`src/rtl/rwo_pkg.sv`:
```
package rwo_pkg;

    localparam int CFG_W   = 6;
    localparam int FIELD_W = 3;
    localparam int OFS_W   = FIELD_W + 2;

    localparam logic [1:0] OP_SPILL_DONE = 2'b00;
    localparam logic [1:0] OP_FILL_DONE  = 2'b01;
    localparam logic [1:0] OP_FLUSH_ALL  = 2'b10;

    localparam logic [2:0] SEL_SAVE    = 3'd0;
    localparam logic [2:0] SEL_RESTORE = 3'd1;
    localparam logic [2:0] SEL_FOREIGN = 3'd2;
    localparam logic [2:0] SEL_CLEAN   = 3'd3;
    localparam logic [2:0] SEL_CFG     = 3'd4;

    typedef enum logic [1:0] {
        ST_IDLE  = 2'd0,
        ST_TRAP  = 2'd1,
        ST_FAULT = 2'd2
    } rwo_state_e;

endpackage

```
`src/rtl/rwo_update.sv`:
```
module rwo_update #(
    parameter int NWIN = 8,
    parameter int CW   = $clog2(NWIN)
) (
    input  logic          cmd_valid,
    input  logic [1:0]    cmd_op,
    input  logic [CW-1:0] save_q,
    input  logic [CW-1:0] restore_q,
    input  logic [CW-1:0] foreign_q,
    input  logic [CW-1:0] clean_q,
    output logic [CW-1:0] save_n,
    output logic [CW-1:0] restore_n,
    output logic [CW-1:0] foreign_n,
    output logic [CW-1:0] clean_n,
    output logic          fail
);
    import rwo_pkg::*;

    localparam logic [CW-1:0] LIM       = CW'(NWIN - 2);
    localparam logic [CW-1:0] CLEAN_MAX = CW'(NWIN - 1);
    localparam logic [CW-1:0] ONE       = CW'(1);

    logic spill_ok;
    logic fill_ok;

    assign spill_ok = (save_q < LIM) && ((foreign_q != '0) || (restore_q != '0));
    assign fill_ok  = (restore_q < LIM) && ((save_q != '0) || (foreign_q != '0));

    always_comb begin
        save_n    = save_q;
        restore_n = restore_q;
        foreign_n = foreign_q;
        clean_n   = clean_q;
        fail      = 1'b0;
        if (cmd_valid) begin
            case (cmd_op)
                OP_SPILL_DONE: begin
                    if (spill_ok) begin
                        save_n = save_q + ONE;
                        if (foreign_q != '0) foreign_n = foreign_q - ONE;
                        else                 restore_n = restore_q - ONE;
                    end else begin
                        fail = 1'b1;
                    end
                end
                OP_FILL_DONE: begin
                    if (fill_ok) begin
                        restore_n = restore_q + ONE;
                        if (foreign_q != '0) foreign_n = foreign_q - ONE;
                        else                 save_n    = save_q - ONE;
                        if (clean_q < CLEAN_MAX) clean_n = clean_q + ONE;
                    end else begin
                        fail = 1'b1;
                    end
                end
                default: ;
            endcase
        end
    end

endmodule

```
`src/rtl/rwo_flush.sv`:
```
module rwo_flush #(
    parameter int NWIN = 8,
    parameter int CW   = $clog2(NWIN)
) (
    input  logic [CW-1:0]              save_q,
    input  logic [CW-1:0]              foreign_q,
    input  logic [rwo_pkg::CFG_W-1:0]  cfg_q,
    output logic                       need,
    output logic                       is_other,
    output logic [rwo_pkg::OFS_W-1:0]  offset
);
    import rwo_pkg::*;

    localparam logic [CW-1:0] LIM = CW'(NWIN - 2);

    logic [FIELD_W-1:0] field;

    assign need     = (save_q != LIM);
    assign is_other = (foreign_q != '0);
    assign field    = is_other ? cfg_q[2*FIELD_W-1:FIELD_W] : cfg_q[FIELD_W-1:0];
    assign offset   = {field, 2'b00};

endmodule

```
`src/rtl/rwo_ctrl.sv`:
```
module rwo_ctrl #(
    parameter int NWIN = 8,
    localparam int CW = $clog2(NWIN),
    localparam int WD = (CW > rwo_pkg::CFG_W) ? CW : rwo_pkg::CFG_W
) (
    input  logic                      clk,
    input  logic                      rst_n,
    input  logic                      cmd_valid,
    input  logic [1:0]                cmd_op,
    input  logic                      wr_en,
    input  logic [2:0]                wr_sel,
    input  logic [WD-1:0]             wr_data,
    output logic [CW-1:0]             save_room,
    output logic [CW-1:0]             restore_room,
    output logic [CW-1:0]             foreign_cnt,
    output logic [CW-1:0]             clean_cnt,
    output logic [rwo_pkg::CFG_W-1:0] spill_cfg,
    output logic                      trap_valid,
    output logic                      trap_other,
    output logic [rwo_pkg::OFS_W-1:0] trap_offset,
    output logic                      assert_err
);
    import rwo_pkg::*;

    localparam logic [CW-1:0] LIM = CW'(NWIN - 2);

    logic [CW-1:0]    save_q, restore_q, foreign_q, clean_q;
    logic [CFG_W-1:0] cfg_q;
    logic [CW-1:0]    save_n, restore_n, foreign_n, clean_n;
    logic             fail;
    logic             need, is_other;
    logic [OFS_W-1:0] offset;
    logic             other_q;
    logic [OFS_W-1:0] offset_q;
    logic             flush_hit;
    rwo_state_e       state_q, state_d;

    rwo_update #(.NWIN(NWIN), .CW(CW)) upd_i (
        .cmd_valid (cmd_valid),
        .cmd_op    (cmd_op),
        .save_q    (save_q),
        .restore_q (restore_q),
        .foreign_q (foreign_q),
        .clean_q   (clean_q),
        .save_n    (save_n),
        .restore_n (restore_n),
        .foreign_n (foreign_n),
        .clean_n   (clean_n),
        .fail      (fail)
    );

    rwo_flush #(.NWIN(NWIN), .CW(CW)) flu_i (
        .save_q    (save_q),
        .foreign_q (foreign_q),
        .cfg_q     (cfg_q),
        .need      (need),
        .is_other  (is_other),
        .offset    (offset)
    );

    assign flush_hit = cmd_valid && (cmd_op == OP_FLUSH_ALL) && need;

    // Counter and configuration registers; a direct write overrides the command result.
    always_ff @(posedge clk) begin
        if (!rst_n) begin
            save_q    <= LIM;
            restore_q <= '0;
            foreign_q <= '0;
            clean_q   <= '0;
            cfg_q     <= '0;
        end else begin
            save_q    <= save_n;
            restore_q <= restore_n;
            foreign_q <= foreign_n;
            clean_q   <= clean_n;
            if (wr_en) begin
                case (wr_sel)
                    SEL_SAVE:    save_q    <= wr_data[CW-1:0];
                    SEL_RESTORE: restore_q <= wr_data[CW-1:0];
                    SEL_FOREIGN: foreign_q <= wr_data[CW-1:0];
                    SEL_CLEAN:   clean_q   <= wr_data[CW-1:0];
                    SEL_CFG:     cfg_q     <= wr_data[CFG_W-1:0];
                    default: ;
                endcase
            end
        end
    end

    // Trap vector capture.
    always_ff @(posedge clk) begin
        if (!rst_n) begin
            other_q  <= 1'b0;
            offset_q <= '0;
        end else if (flush_hit) begin
            other_q  <= is_other;
            offset_q <= offset;
        end
    end

    // Next-state logic.
    always_comb begin
        state_d = ST_IDLE;
        unique case (state_q)
            ST_IDLE, ST_TRAP, ST_FAULT: begin
                if (flush_hit) state_d = ST_TRAP;
                else if (fail) state_d = ST_FAULT;
                else           state_d = ST_IDLE;
            end
            default: state_d = ST_IDLE;
        endcase
    end

    // State register.
    always_ff @(posedge clk) begin
        if (!rst_n) state_q <= ST_IDLE;
        else        state_q <= state_d;
    end

    // Outputs.
    always_comb begin
        trap_valid = 1'b0;
        assert_err = 1'b0;
        unique case (state_q)
            ST_IDLE:  ;
            ST_TRAP:  trap_valid = 1'b1;
            ST_FAULT: assert_err = 1'b1;
            default:  ;
        endcase
    end

    assign save_room    = save_q;
    assign restore_room = restore_q;
    assign foreign_cnt  = foreign_q;
    assign clean_cnt    = clean_q;
    assign spill_cfg    = cfg_q;
    assign trap_other   = other_q;
    assign trap_offset  = offset_q;

endmodule

```
`config.mk`:
```
export PLATFORM = sky130hd
export DESIGN_NAME = rwo_ctrl
export DESIGN_NICKNAME = d
export VERILOG_FILES = /design/src/rtl/rwo_pkg.sv /design/src/rtl/rwo_update.sv /design/src/rtl/rwo_flush.sv /design/src/rtl/rwo_ctrl.sv
export SDC_FILE = /design/constraint.sdc
export NUM_CORES = 1
export LEC_CHECK = 0
export ABC_AREA = 1
export BUFFER_PORTS_ARGS = -buffer_cell sky130_fd_sc_hd__buf_2
export CAP_MARGIN = 20
export CORE_ASPECT_RATIO = 2
export CORE_MARGIN = 5
export CORE_UTILIZATION = 44
export CTS_BUF_LIST = sky130_fd_sc_hd__clkbuf_4
export DETAILED_ROUTE_END_ITERATION = 6
export PLACE_DENSITY = 0.72
export SETUP_SLACK_MARGIN = 0.5
export SYNTH_ARGS = -nofsm -noshare
export SYNTH_HDL_FRONTEND = slang
export SYNTH_HIERARCHICAL = 1
export SYNTH_SLANG_ARGS = --single-unit
```
`constraint.sdc`:
```
create_clock -name clk -period 1.4 [get_ports clk]
set_input_delay 0.28 -clock clk [delete_from_list [all_inputs] [get_ports clk]]
set_output_delay 0.28 -clock clk [all_outputs]
set_load 0.005 [all_outputs]
```
==> impl_metrics.env <==
export IMPL_status="finished with violations"
export IMPL_violations="setup timing"
export IMPL_postCtsHoldBufs=0
export IMPL_clk_latency_ns=0.33
export IMPL_cts_root_buf="clkbuf_4"
export IMPL_cts_sinks=26
export IMPL_drv_slew=0
export IMPL_grt_antenna_before_repair=0
export IMPL_netlist_area_sq_mm=0.00195
export IMPL_hp_class="primary input to flop"
export IMPL_hpwl_um=4300
export IMPL_slowest_delay_ns=0.36
export IMPL_path_clk_slew_ns=0.16
export IMPL_cp_cell_sequence="inv_2 -> ha_4 -> inv_4 -> nor2_4 -> nand2_4 -> nand3_4 -> nor2_4 -> or2_1 -> o21ai_1 -> inv_1 -> nor2_1 -> nor2_1"
export IMPL_avgSynthCellArea_sq_um=6.04
export IMPL_slew_headroom=0.637
export IMPL_finalPower_w=0.00210
export IMPL_num_vias=2252
export IMPL_fill_cells=405
export IMPL_io_buffers=40
export IMPL_final_util=0.663
export IMPL_synth_warnings=6
export IMPL_hold_ws_ns=0.185
export IMPL_htree_levels=1
export IMPL_worst_slew_pin_slew_ns=0.543
export IMPL_die_w_um=57.1
export IMPL_ctsLongestPathBuffers=2
export IMPL_syn_to_final_growth_pct=47.7
export IMPL_dr_pass1_iters=4
export IMPL_wl_um=5860
export IMPL_cp_data_arrival_time_ns=1.79
export IMPL_powerDensity_mw_per_mm2=729
export IMPL_fmax_ghz=0.645
export IMPL_critical_path_class="flop to flop"
export IMPL_cellLeakagePower_nw=1.47
export IMPL_grtUsageTotal=0.195
export IMPL_worst_slack_ns=-0.151
export IMPL_most_common_layout_cells="nand2_1, nor2_1, buf_4"
export IMPL_drt_vias_per_instance=4.90
export IMPL_ys_seq_area_frac=0.267
export IMPL_dieArea_sq_mm=0.00594
export IMPL_dp_slack_ns=-0.108
export IMPL_min_period_over_period=1.11
export IMPL_routedWlPerCell_um=12.7
export IMPL_maxCapViolCount=0
export IMPL_coreArea_sq_mm=0.00434
export IMPL_worstPathMaxFanout=5
export IMPL_critPathTopFamily="simple AND/OR/NAND/NOR gates"
export IMPL_cp_start_kind="flop"
export IMPL_rows=34
export IMPL_start_util=0.449
export IMPL_overflow=0
export IMPL_grt_pass1_wl_um=9360
export IMPL_synth_seq_cells=26
export IMPL_peakVddDrop_mv=0.712
export IMPL_required_ns=1.64
export IMPL_finClkSkew_ns=0.0129
export IMPL_layout_commonest_cell="nand2_1"
export IMPL_ys_types=24
export IMPL_cts_made_buffers=3
export IMPL_hold_viol_final=0
export IMPL_ios=41
export IMPL_place_gp_congestion=0.930
export IMPL_setup_worst_path_end_class="flop"
export IMPL_syn_inst=323
export IMPL_drive_gt1_frac=0.458
export IMPL_crit_buf_inv=3
export IMPL_fp_dieH_um=104
export IMPL_slowest_stage="dfxtp_2"
export IMPL_dr_first_iter_drc_count=68
export IMPL_grt_max_degree=26
export IMPL_insertedDiodeCount=0
export IMPL_tns_ns=-1.08
export IMPL_grt_pass1_vias=2210
export IMPL_ant_nets=0
export IMPL_fin_nets=431
export IMPL_cts_tree="yes"
export IMPL_fin_crit_ns=1.55
export IMPL_setup_viol=13
export IMPL_drc=0
export IMPL_rsz0062_at_grt="true"
[worst paths after layout]
| path | from | endpoint | slack, ns | cells past startpoint |
|---|---|---|---|---|
| worst max-delay path | foreign_cnt[1] | clean_cnt[0] | -0.15 | 12 |
| worst min-delay path | wr_data[2] | save_room[2] | 0.18 | 3 |
| worst max register to register | foreign_cnt[1] | clean_cnt[0] | -0.15 | 12 |
| worst min register to register | trap_offset[4] | trap_offset[4] | 0.49 | 2 |
[report_power, final]
group	total (W)	switching (W)	leakage, nW	internal, W
Combinational	0.000748	0.000412	1.22	0.000337
Clock	0.000533	0.000243	0.0279	0.000290
Sequential	0.000817	0.0000315	0.222	0.000785
[through the flow]
stage | instance area, sq um | std cells
2_1_floorplan | 1990 | 324
3_3_place_gp | 2440 | 442
3_5_place_dp | 2440 | 442
4_1_cts | 2790 | 457
5_1_grt | 2880 | 460
6_report | 2880 | 460
[logic make-up (layout without fill, tap and decap cells)]
family,Yosys count,in the layout,synth area share
AND/OR/NAND/NOR,217,217,0.511
buffers and inverters,53,135,0.112
flip-flops,26,26,0.267
AO/OA/AOI/OAI,15,15,0.0411
adder cells (fa/ha/maj),9,9,0.0578
XOR/XNOR,2,2,0.00899
other,1,2,0.00192
[timing repair]
| action | 4_1_cts | 5_1_grt |
|---|---|---|
| gates resized for setup | 63 | 21 |
| pin swaps | 22 | 25 |
| setup endpoints to repair | 46 | 46 |
| buffers inserted | 11 | 3 |
[area by class of cell]
class	count	area, sq um	share of cell area
clock inverters	1	30.0	0.0104
inverters	47	181	0.0630
repair buffers	84	624	0.217
flip-flops and latches	26	554	0.193
clock buffers	3	22.5	0.00782
well taps	54	67.6	0.0235
multi-input cells	245	1400	0.486
[routing by layer]
metal | up-vias | GRT usage | wire [um]
met5 | - | 0 | 0
met4 | 0 | 0.138 | 323
met3 | 24 | 0.0273 | 245
met2 | 67 | 0.363 | 3290
met1 | 1008 | 0.182 | 1990
li1 | 1153 | - | -
[cell usage after synthesis]
cell / number / area, sq um
inv_2: 4 / 15.0
nor2_4: 6 / 67.6
nand2_2: 6 / 37.5
o21ai_0: 5 / 25.0
buf_4: 5 / 37.5
inv_1: 43 / 161
ha_1: 9 / 113
a21oi_2: 1 / 8.76
or2_2: 1 / 6.26
or2_1: 1 / 6.26
nor2_1: 61 / 229
buf_2: 1 / 5.00
nand3_1: 39 / 195
dfxtp_1: 26 / 521
o21ai_1: 4 / 20.0
nand3_4: 1 / 17.5
nand3b_1: 5 / 37.5
nand2_4: 3 / 33.8
nand2_1: 89 / 334
a31oi_1: 1 / 6.26
a21oi_1: 4 / 20.0
nor2_2: 5 / 31.3
conb_1: 1 / 3.75
xnor2_1: 2 / 17.5
[worst reg2reg max path, delay by kind of cell, from the launching register on]
family                   cells  cell delay [ns]
adder cells (fa/ha/maj)      1             0.17
AND/OR/NAND/NOR              7             0.69
AO/OA/AOI/OAI                1             0.08
flip-flops                   1             0.36
buffers and inverters        3             0.18
[sequential cells by signal, indices dropped and copies added, names as in the netlist]
signal	count
restore_room	3
trap_offset	5
spill_cfg	6
foreign_cnt	3
save_room	3
trap_other	1
state_q	2
clean_cnt	3
(Power assumes the default switching activity.)
